`config.mk`:
```
export PLATFORM = sky130hd
export DESIGN_NAME = hp_slot_ctrl
export DESIGN_NICKNAME = d
export VERILOG_FILES = /design/src/rtl/hpslot_pkg.sv /design/src/rtl/hpslot_ctrl.sv /design/src/rtl/hpslot_status.sv /design/src/rtl/hpslot_irq.sv /design/src/rtl/hp_slot_ctrl.sv
export SDC_FILE = /design/constraint.sdc
export NUM_CORES = 1
export LEC_CHECK = 0
export CAP_MARGIN = 20
export CORE_MARGIN = 4
export CORE_UTILIZATION = 30
export CTS_BUF_LIST = sky130_fd_sc_hd__clkbuf_16
export DETAILED_ROUTE_END_ITERATION = 7
export GPL_TIMING_DRIVEN = 0
export PLACE_DENSITY = 0.66
export SLEW_MARGIN = 25
export SYNTH_ARGS = -nofsm -noshare
export SYNTH_HDL_FRONTEND = slang
export SYNTH_SLANG_ARGS = --single-unit
```
`constraint.sdc`:
```
create_clock -name clk -period 1.6 [get_ports clk]
set_clock_uncertainty 0.1 [all_clocks]
set_input_delay 0.24 -clock clk [delete_from_list [all_inputs] [get_ports clk]]
set_output_delay 0.24 -clock clk [all_outputs]
set_load 0.005 [all_outputs]
```
`src/rtl/hpslot_pkg.sv`:
```
package hpslot_pkg;
  localparam int DW      = 16;
  localparam int BE_W    = DW / 8;
  localparam int ILK_BIT = 9;

  localparam logic [1:0] IND_ON    = 2'b01;
  localparam logic [1:0] IND_BLINK = 2'b10;
  localparam logic [1:0] IND_OFF   = 2'b11;

  typedef struct packed {
    logic       pwr_off;
    logic [1:0] pwr_ind;
    logic [1:0] attn_ind;
    logic       hpie;
    logic       cc_en;
    logic       pdc_en;
    logic       abp_en;
  } ctrl_t;

  typedef struct packed {
    logic dll;
    logic ilk;
    logic pres;
    logic cc;
    logic pdc;
    logic abp;
  } sts_t;

  localparam int CTRL_W = $bits(ctrl_t);
  localparam int STS_W  = $bits(sts_t);
  localparam ctrl_t CTRL_RST = ctrl_t'(9'h1F0);

  function automatic logic [DW-1:0] be_mask(input logic [BE_W-1:0] be);
    logic [DW-1:0] m;
    m = '0;
    for (int i = 0; i < BE_W; i++) m[i*8 +: 8] = {8{be[i]}};
    return m;
  endfunction

  function automatic logic [DW-1:0] merge_word(input logic [DW-1:0] old_w,
                                               input logic [DW-1:0] new_w,
                                               input logic [BE_W-1:0] be);
    logic [DW-1:0] m;
    m = be_mask(be);
    return (old_w & ~m) | (new_w & m);
  endfunction

  function automatic logic [DW-1:0] ctrl_word(input ctrl_t c);
    return {{(DW-CTRL_W){1'b0}}, c};
  endfunction

  function automatic logic [DW-1:0] sts_word(input sts_t s);
    return {{(DW-STS_W){1'b0}}, s};
  endfunction

  function automatic logic powered_off(input ctrl_t c);
    return c.pwr_off && (c.pwr_ind == IND_OFF);
  endfunction

  function automatic logic hp_pending(input ctrl_t c, input sts_t s);
    return c.hpie && ((s.abp && c.abp_en) || (s.pdc && c.pdc_en) || (s.cc && c.cc_en));
  endfunction
endpackage

```
`src/rtl/hpslot_ctrl.sv`:
```
module hpslot_ctrl
  import hpslot_pkg::*;
(
  input  logic            clk,
  input  logic            rst_n,
  input  logic            wr_en,
  input  logic [DW-1:0]   wdata,
  input  logic [BE_W-1:0] be,
  output ctrl_t           ctrl_q,
  output logic            cc_evt,
  output logic            ilk_toggle,
  output logic            pwroff_evt
);
  logic [DW-1:0] merged;
  logic [DW-1:0] wmask;
  ctrl_t         ctrl_nxt;

  always_comb begin
    wmask      = be_mask(be);
    merged     = merge_word(ctrl_word(ctrl_q), wdata, be);
    ctrl_nxt   = ctrl_t'(merged[CTRL_W-1:0]);
    cc_evt     = wr_en;
    ilk_toggle = wr_en && wmask[ILK_BIT] && wdata[ILK_BIT];
    pwroff_evt = wr_en && powered_off(ctrl_nxt) && !powered_off(ctrl_q);
  end

  always_ff @(posedge clk) begin
    if (!rst_n)     ctrl_q <= CTRL_RST;
    else if (wr_en) ctrl_q <= ctrl_nxt;
  end

  AST_CTRL_HOLD: assert property (@(posedge clk) disable iff (!rst_n)
    !wr_en |=> $stable(ctrl_q));
endmodule

```
`src/rtl/hpslot_status.sv`:
```
module hpslot_status
  import hpslot_pkg::*;
(
  input  logic            clk,
  input  logic            rst_n,
  input  logic            wr_en,
  input  logic [DW-1:0]   wdata,
  input  logic [BE_W-1:0] be,
  input  logic            cc_evt,
  input  logic            ilk_toggle,
  input  logic            pwroff_evt,
  input  ctrl_t           ctrl_q,
  input  logic            dev_add,
  input  logic            dev_rm_req,
  input  logic            dev_attn,
  output sts_t            sts_q,
  output logic            rm_refused,
  output logic            rm_seq
);
  logic [DW-1:0] clr;
  logic          rm_now;
  logic          rm_attn;
  sts_t          sts_nxt;

  always_comb begin
    clr        = wr_en ? (wdata & be_mask(be)) : '0;
    rm_refused = dev_rm_req && (sts_q.ilk || (ctrl_q.pwr_ind == IND_BLINK));
    rm_now     = dev_rm_req && !rm_refused && powered_off(ctrl_q);
    rm_attn    = dev_rm_req && !rm_refused && !powered_off(ctrl_q);
    rm_seq     = (pwroff_evt && sts_q.pres) || rm_now;

    sts_nxt     = sts_q;
    sts_nxt.abp = sts_q.abp && !clr[0];
    sts_nxt.pdc = sts_q.pdc && !clr[1];
    sts_nxt.cc  = sts_q.cc  && !clr[2];
    if (cc_evt)     sts_nxt.cc  = 1'b1;
    if (ilk_toggle) sts_nxt.ilk = !sts_q.ilk;
    if (rm_seq) begin
      sts_nxt.pres = 1'b0;
      sts_nxt.dll  = 1'b0;
      sts_nxt.pdc  = 1'b1;
    end
    if (rm_now)             sts_nxt.abp = 1'b0;
    if (rm_attn || dev_attn) sts_nxt.abp = 1'b1;
    if (dev_add) begin
      sts_nxt.pres = 1'b1;
      sts_nxt.dll  = 1'b1;
      sts_nxt.pdc  = 1'b1;
      sts_nxt.abp  = 1'b1;
    end
  end

  always_ff @(posedge clk) begin
    if (!rst_n) sts_q <= '0;
    else        sts_q <= sts_nxt;
  end

  AST_ILK_TOGGLE: assert property (@(posedge clk) disable iff (!rst_n)
    ilk_toggle |=> (sts_q.ilk != $past(sts_q.ilk)));
  AST_CC_LATCH: assert property (@(posedge clk) disable iff (!rst_n)
    cc_evt |=> sts_q.cc);
  AST_RM_SEQ: assert property (@(posedge clk) disable iff (!rst_n)
    (pwroff_evt && sts_q.pres && !dev_add) |=> (!sts_q.pres && !sts_q.dll && sts_q.pdc));
  AST_HOT_ADD: assert property (@(posedge clk) disable iff (!rst_n)
    dev_add |=> (sts_q.pres && sts_q.dll && sts_q.pdc && sts_q.abp));
  AST_RM_REFUSE: assert property (@(posedge clk) disable iff (!rst_n)
    (rm_refused && !dev_add && !pwroff_evt) |=> $stable(sts_q.pres));
  AST_W1C_PDC: assert property (@(posedge clk) disable iff (!rst_n)
    (clr[1] && !dev_add && !rm_seq) |=> !sts_q.pdc);
  AST_ATTN: assert property (@(posedge clk) disable iff (!rst_n)
    dev_attn |=> sts_q.abp);
endmodule

```
`src/rtl/hpslot_irq.sv`:
```
module hpslot_irq
  import hpslot_pkg::*;
(
  input  logic  clk,
  input  logic  rst_n,
  input  logic  msi_mode,
  input  ctrl_t ctrl_q,
  input  sts_t  sts_q,
  output logic  pend,
  output logic  intx_level,
  output logic  msi_pulse
);
  logic pend_prev;

  always_comb begin
    pend       = hp_pending(ctrl_q, sts_q);
    intx_level = !msi_mode && pend;
    msi_pulse  = msi_mode && pend && !pend_prev;
  end

  always_ff @(posedge clk) begin
    if (!rst_n) pend_prev <= 1'b0;
    else        pend_prev <= pend;
  end

  AST_MSI_SINGLE: assert property (@(posedge clk) disable iff (!rst_n)
    msi_pulse |=> !msi_pulse);
  AST_MSI_NO_INTX: assert property (@(posedge clk) disable iff (!rst_n)
    msi_mode |-> !intx_level);
  AST_NO_REPEAT: assert property (@(posedge clk) disable iff (!rst_n)
    (pend && $past(pend)) |-> !msi_pulse);
endmodule

```
`src/rtl/hp_slot_ctrl.sv`:
```
module hp_slot_ctrl
  import hpslot_pkg::*;
(
  input  logic            clk,
  input  logic            rst_n,
  input  logic            cfg_wr,
  input  logic            cfg_addr,
  input  logic [DW-1:0]   cfg_wdata,
  input  logic [BE_W-1:0] cfg_be,
  output logic [DW-1:0]   cfg_rdata,
  input  logic            msi_mode,
  input  logic            dev_add,
  input  logic            dev_rm_req,
  input  logic            dev_attn,
  output logic            intx_level,
  output logic            msi_pulse,
  output logic            slot_pwr_en,
  output logic [1:0]      pwr_ind,
  output logic [1:0]      attn_ind
);
  ctrl_t ctrl_q;
  sts_t  sts_q;
  logic  wr_ctrl, wr_sts;
  logic  cc_evt, ilk_toggle, pwroff_evt;
  logic  rm_refused, rm_seq, pend;

  assign wr_ctrl = cfg_wr && !cfg_addr && (|cfg_be);
  assign wr_sts  = cfg_wr && cfg_addr;

  hpslot_ctrl u_ctrl (
    .clk(clk), .rst_n(rst_n), .wr_en(wr_ctrl), .wdata(cfg_wdata), .be(cfg_be),
    .ctrl_q(ctrl_q), .cc_evt(cc_evt), .ilk_toggle(ilk_toggle), .pwroff_evt(pwroff_evt)
  );

  hpslot_status u_sts (
    .clk(clk), .rst_n(rst_n), .wr_en(wr_sts), .wdata(cfg_wdata), .be(cfg_be),
    .cc_evt(cc_evt), .ilk_toggle(ilk_toggle), .pwroff_evt(pwroff_evt), .ctrl_q(ctrl_q),
    .dev_add(dev_add), .dev_rm_req(dev_rm_req), .dev_attn(dev_attn),
    .sts_q(sts_q), .rm_refused(rm_refused), .rm_seq(rm_seq)
  );

  hpslot_irq u_irq (
    .clk(clk), .rst_n(rst_n), .msi_mode(msi_mode), .ctrl_q(ctrl_q), .sts_q(sts_q),
    .pend(pend), .intx_level(intx_level), .msi_pulse(msi_pulse)
  );

  assign cfg_rdata   = cfg_addr ? sts_word(sts_q) : ctrl_word(ctrl_q);
  assign slot_pwr_en = !ctrl_q.pwr_off;
  assign pwr_ind     = ctrl_q.pwr_ind;
  assign attn_ind    = ctrl_q.attn_ind;

  AST_ILK_READS_ZERO: assert property (@(posedge clk) disable iff (!rst_n)
    !cfg_addr |-> !cfg_rdata[ILK_BIT]);
  AST_PWR_EN: assert property (@(posedge clk) disable iff (!rst_n)
    $rose(slot_pwr_en) |-> $past(wr_ctrl));
endmodule

```
==> results by group, run 1 <==
Final layout
  • ANT cells: 0
  • Share of cells above drive strength 1: 27.0%
  • Area Overhead vs Synth: 64.7%
  • Commonest non-fill, non-tap cells in the layout: clkdlybuf4s50_1, buf_4, nand3_1, nand2_1, dfxtp_1
  • Nets: 186
  • Commonest non-fill, non-tap cell in the layout: clkdlybuf4s50_1

Detailed routing
  • WL final: 2470 µm
  • Residual DRC: 0
  • Via density: 4.81
  • Iteration-0 DRC Markers: 32
  • ANT nets after route: 0
  • Routed via count: 913
  • DRT Pass-1 Iters: 4
  • Wire length per cell: 13.0 µm

GRT
  • Vias in the first global route: 885
  • Grt ovf: 0
  • Total track usage: 14.2%
  • Initial antenna violation count: 0
  • First-pass GRT wire length: 3950 µm
  • Largest net degree at the start of global routing: 11

Floorplanning
  • CORE AREA: 2730 µm²
  • Die height: 61.5 µm
  • Initial Util: 31.4%
  • DIE AREA: 3780 µm²
  • Die Span X: 61.5 µm
  • IO Count: 49
  • Site row count: 19

Clock network
  • Num CTS Buffers: 3
  • Hold buffers post-CTS: 0
  • TritonCTS clock tree: yes
  • Worst skew pair latency: 0.25 ns
  • Clk slew on worst S/H paths: 0.05 ns
  • H-tree levels: 1
  • Clk buf depth: 2
  • CTS root buf: clkbuf_16
  • Num Clock Sinks: 15

Synthesis
  • Yosys warns: 0
  • Mux share of post-synthesis cell area: 6.41%
  • Xor/xnor share of the synthesized area: 1.02%
  • Post-synthesis simple-gate area fraction: 29.6%
  • Mapped Cells: 107
  • Post-synth cell types: 31
  • Combinational family with the most area after synthesis: simple AND/OR/NAND/NOR gates
  • Syn Area/Cell: 8.02 µm²
  • Post-Synth Adder-Cell Area: 0%
  • Synthesized flop and latch total: 15
  • Sequential fraction of the synthesis area: 35.0%
  • Compound-cell area share of the yosys netlist: 13.3%
  • Synthesized area: 858 µm²

Min path
  • Hold EP: u_sts.sts_q[1]
  • Worst hold path startpoint: cfg_addr
  • Hold depth: 4
  • Hold crit path type: in -> reg

Setup path
  • Critical Path AT: 1.40 ns
  • Reg2reg end: u_irq.pend_prev
  • R2R depth: 5
  • Critical path endpoint category: primary output
  • Max Fanout on Critical Path: 2
  • CP Data Required Time: 1.26 ns
  • CP startpoint kind: flop
  • Setup Crit Path Kind: reg -> out
  • R2R Setup Slk: 0.28 ns

Status
  • Status: finished with violations
  • Failing checks: setup timing

Placement
  • Final HPWL DP: 1820 µm
  • GP Congestion: 0.773
  • Port bufs: 35
  • DP Worst Slack: -0.668 ns

Pwr
  • P per Cell Area: 796 nW/µm²
  • Lkg Pwr: 0.675 nW
  • Total power: 1.12 mW
  • Max IR drop VDD: 0.776 mV

Timing
  • Fin crit share: 109%
  • Max Slew Vio Count: 0
  • Hold Vio Cnt, Final: 0
  • Fin Hold WS: 0.361 ns
  • FMAX: 0.576 GHz
  • RSZ-0062 raised after global routing: yes
  • Final setup viols: 2
  • Fin worst setup slack: -0.137 ns
  • Tmin final: 1.74 ns

Flow run
  • Max-cap viol count: 0
where the power goes:
| part | leakage (nW) | internal [mW] | switching, mW |
|---|---|---|---|
| Combinational | 0.511 | 0.138 | 0.0911 |
| Sequential | 0.123 | 0.394 | 0.0166 |
| Clock | 0.0409 | 0.333 | 0.152 |
| Total | 0.675 | 0.865 | 0.260 |
routing by layer:
layer / global-route usage, % / up-vias / part of all wire [%]
met3: 2.10 / 2 / 8.0
met4: 4.55 / 0 / 1.0
met1: 18.5 / 414 / 40
li1: - / 455 / -
met2: 23.9 / 42 / 51
met5: 0 / - / 0
cell families (layout without fill, tap and decap cells):
logic type,count (synthesis),after routing
and+or+nand+nor,48,48
buffers and inverters,20,66
other,1,7
AOI/OAI and AO/OA,17,17
muxes,5,5
DFF,15,15
xor gates and xnor gates,1,1
worst max-delay path by stage:
stage                           to  slack [ns]  cells past startpoint
floorplan           u_sts.sts_q[0]        0.40                      4
global placement      cfg_rdata[4]       -0.66                      4
detailed placement    cfg_rdata[4]       -0.67                      4
CTS                      msi_pulse       -0.09                      5
global route             msi_pulse       -0.21                      5
finish                   msi_pulse       -0.14                      5
cell usage after synthesis (all sizes together):
| cell | n | share of area (%) |
|---|---|---|
| a211o | 1 | 1.0 |
| a21oi | 5 | 2.9 |
| a222oi | 1 | 1.2 |
| a31oi | 1 | 0.73 |
| a32oi | 1 | 1.0 |
| and3b | 1 | 1.0 |
| buf | 14 | 12 |
| clkbuf | 1 | 0.44 |
| conb | 1 | 0.44 |
| dfxtp | 15 | 35 |
| inv | 5 | 2.2 |
| mux2 | 4 | 5.2 |
| mux2i | 1 | 1.2 |
| nand2 | 14 | 6.4 |
| nand2b | 2 | 1.5 |
| nand3 | 16 | 9.3 |
| nand4 | 2 | 1.5 |
| nor2 | 6 | 2.6 |
| nor2b | 4 | 3.8 |
| nor3 | 1 | 1.2 |
| nor3b | 2 | 2.3 |
| o2111ai | 1 | 1.0 |
| o21a | 2 | 1.7 |
| o21ai | 3 | 1.7 |
| o31a | 1 | 1.0 |
| o31ai | 1 | 0.87 |
| xnor2 | 1 | 1.0 |
worst max-delay path, stage by stage (launching register included):
cell and delay (ns):
dfxtp_2 0.32, a222oi_1 0.38, nand2b_1 0.18, buf_4 0.12, nor3b_1 0.04, buf_2 0.12
per-stage QoR:
step	utilization (%)	cell area, µm²	instances	TNS [ns]
floorplan	-	881	113	0
global placement	46.5	1270	179	-5.76
detailed placement	46.5	1270	179	-6.09
CTS	51.1	1400	190	-0.158
global route	51.7	1410	190	-0.419
finish	51.7	1410	190	-0.255
cell type report:
type	instances	area (µm²)
Multi-Input combinational cell	78	460
Buffer	15	113
Fill cell	254	1320
Clock inverter	1	5.00
Inverter	5	18.8
Clock buffer	3	75.1
Sequential cell	15	310
Tap cell	31	38.8
Timing Repair Buffer	42	393
timing repair:
| action | in CTS | in global routing |
|---|---|---|
| endpoints found under the setup margin | 12 | 12 |
| pin swaps | 1 | 1 |
| resized for setup | 27 | 7 |
| buffers inserted | 7 | 0 |
| gates cloned | 0 | 0 |
| endpoints found under the hold margin | 0 | 0 |
(Power assumes the default switching activity.)
==> run 2: changes to the inputs <==
--- a/config.mk
+++ b/config.mk
@@ -5,7 +5,6 @@
 export SDC_FILE = /design/constraint.sdc
 export NUM_CORES = 1
 export LEC_CHECK = 0
-export CAP_MARGIN = 20
 export CORE_MARGIN = 4
 export CORE_UTILIZATION = 30
 export CTS_BUF_LIST = sky130_fd_sc_hd__clkbuf_16
==> results of run 2 <==
Final layout, timing and power as in run 1 (identical DEF).
==> run 3: changes to the inputs <==
==> constraint.sdc (replaced) <==
create_clock -name clk -period 1.6 [get_ports clk]
set_clock_uncertainty 0.1 [all_clocks]
set_input_delay 0.24 -clock clk [delete_from_list [all_inputs] [get_ports clk]]
set_output_delay 0.24 -clock clk [all_outputs]
set_load 0.02 [all_outputs]
==> run 3 against run 2 <==
Against the previous run:
- the run still ends with setup timing left
- combinational power grew 14%
- utilization shrank 1.9 points
- worst setup slack gained 0.052 ns
- via count shrank 2.6%
- sequential power hardly changed
- sequential share of layout area up 0.28 points
- total power increased by 3.0%
- first-iteration DRC count down 38%
- final area decreased by 3.6%
- critical path depth decreased by 1
- largest cell class unchanged
- largest power group unchanged
==> results by group, run 3 (synthesized netlist as in run 1, its figures left out) <==
GRT
  • Vias in the first global route: 862
  • Largest net degree at the start of global routing: 11
  • Total track usage: 14.0%
  • Grt ovf: 0
  • First-pass GRT wire length: 3900 µm
  • Initial antenna violation count: 0

Setup path
  • Setup Crit Path Kind: reg -> out
  • Critical Path AT: 1.35 ns
  • CP startpoint kind: flop
  • R2R depth: 4
  • Critical path endpoint category: primary output
  • Max Fanout on Critical Path: 3
  • CP Data Required Time: 1.26 ns

Detailed routing
  • Wire length per cell: 13.1 µm
  • WL final: 2440 µm
  • ANT nets after route: 0
  • Routed via count: 889
  • Residual DRC: 0
  • Iteration-0 DRC Markers: 20
  • DRT Pass-1 Iters: 4
  • Via density: 4.75

Final layout
  • Nets: 183
  • Filler instances: 263
  • Final instance area: 1360 µm²
  • Post-layout utilization of the core: 49.8%
  • ANT cells: 0
  • Commonest non-fill, non-tap cells in the layout: buf_4, clkdlybuf4s50_1, nand3_1, nand2_1, dfxtp_1
  • Area Overhead vs Synth: 58.7%
  • Share of cells above drive strength 1: 25.6%

Floorplanning
  • Die Span X: 61.5 µm
  • Site row count: 19
  • CORE AREA: 2730 µm²
  • Initial Util: 31.4%
  • DIE AREA: 3780 µm²
  • Die height: 61.5 µm
  • IO Count: 49

Timing
  • Fin Hold WS: 0.370 ns
  • Fin worst setup slack: -0.0851 ns
  • Tmin final: 1.69 ns
  • Max Slew Vio Count: 0
  • Final setup viols: 2
  • RSZ-0062 raised after global routing: yes
  • FMAX: 0.593 GHz
  • Hold Vio Cnt, Final: 0
  • Fin crit share: 105%

Min path
  • Hold crit path type: reg -> reg
  • Hold depth: 2

Clock network
  • H-tree levels: 1
  • Num Clock Sinks: 15
  • Clk buf depth: 2
  • TritonCTS clock tree: yes
  • Num CTS Buffers: 3
  • Hold buffers post-CTS: 0
  • Worst skew pair latency: 0.25 ns
  • Clk slew on worst S/H paths: 0.05 ns
  • CTS root buf: clkbuf_16

Pwr
  • P per Cell Area: 851 nW/µm²
  • Max IR drop VDD: 0.784 mV
  • Lkg Pwr: 0.625 nW

Placement
  • GP Congestion: 0.773
  • Port bufs: 35
  • Final HPWL DP: 1820 µm
  • DP Worst Slack: -0.760 ns
  • Post-DP Area: 1270 µm²

Flow run
  • Max-cap viol count: 0

Status
  • Failing checks: setup timing
  • Status: finished with violations
run 3: cell types whose count changed in the layout (fill, tap and decap cells not counted), moves of 2 or more:
cell / before / now
dlygate4sd2_1: 6 / 8
dfxtp_1: 9 / 13
clkdlybuf4s15_2: 0 / 3
dfxtp_2: 5 / 2
buf_4: 20 / 17
clkbuf_2: 0 / 2
dlymetal6s2s_1: 4 / 1
clkdlybuf4s50_1: 22 / 17
run 3: layer usage:
layer | global-route usage [%] | routed length, µm
met1 | 19.3 | 1060
met2 | 22.3 | 1220
met3 | 2.10 | 152
met4 | 4.55 | 13
met5 | 0 | 0
run 3: cell type report:
type	instances	area (µm²)	share of cell area, %
tap	31	38.8	2.85
timing repair buffer	39	352	25.8
multi-input combinational	78	458	33.6
buffer	15	113	8.26
clock inverter	1	5.00	0.367
sequential	15	303	22.2
inverter	5	18.8	1.38
clock buffer	3	75.1	5.51
run 3: metrics by stage:
stage	cells	TNS [ns]	power [mW]
floorplan	113	0	0.561
global route	187	-0.340	1.21
finish	187	-0.155	1.16
global placement	179	-6.83	0.682
CTS	187	-0.107	1.17
detailed placement	179	-7.16	0.686
run 3: path summary, 6_finish.rpt:
path | from | end | slack [ns]
max | flop | msi_pulse | -0.09
min | flop | flop | 0.37
max reg2reg | u_ctrl.ctrl_q[7] | u_sts.sts_q[0] | 0.27
min reg2reg | flop | flop | 0.37
run 3: worst max-delay path: stages (launching register included):
cell and delay (ns):
dfxtp_2 0.32, a222oi_1 0.37, nand2b_1 0.20, nor3b_1 0.06, buf_2 0.16
run 3: power by group:
part	leakage [nW]	internal (mW)	switching (mW)
clock	0.0409	0.334	0.155
combinational	0.460	0.131	0.129
sequential	0.124	0.394	0.0167
run 3: what timing repair did:
item	in CTS	in global routing
hold endpoints to repair	0	0
setup endpoints to repair	16	14
buffers inserted	4	0
resized for setup	38	10
pin swaps	1	0
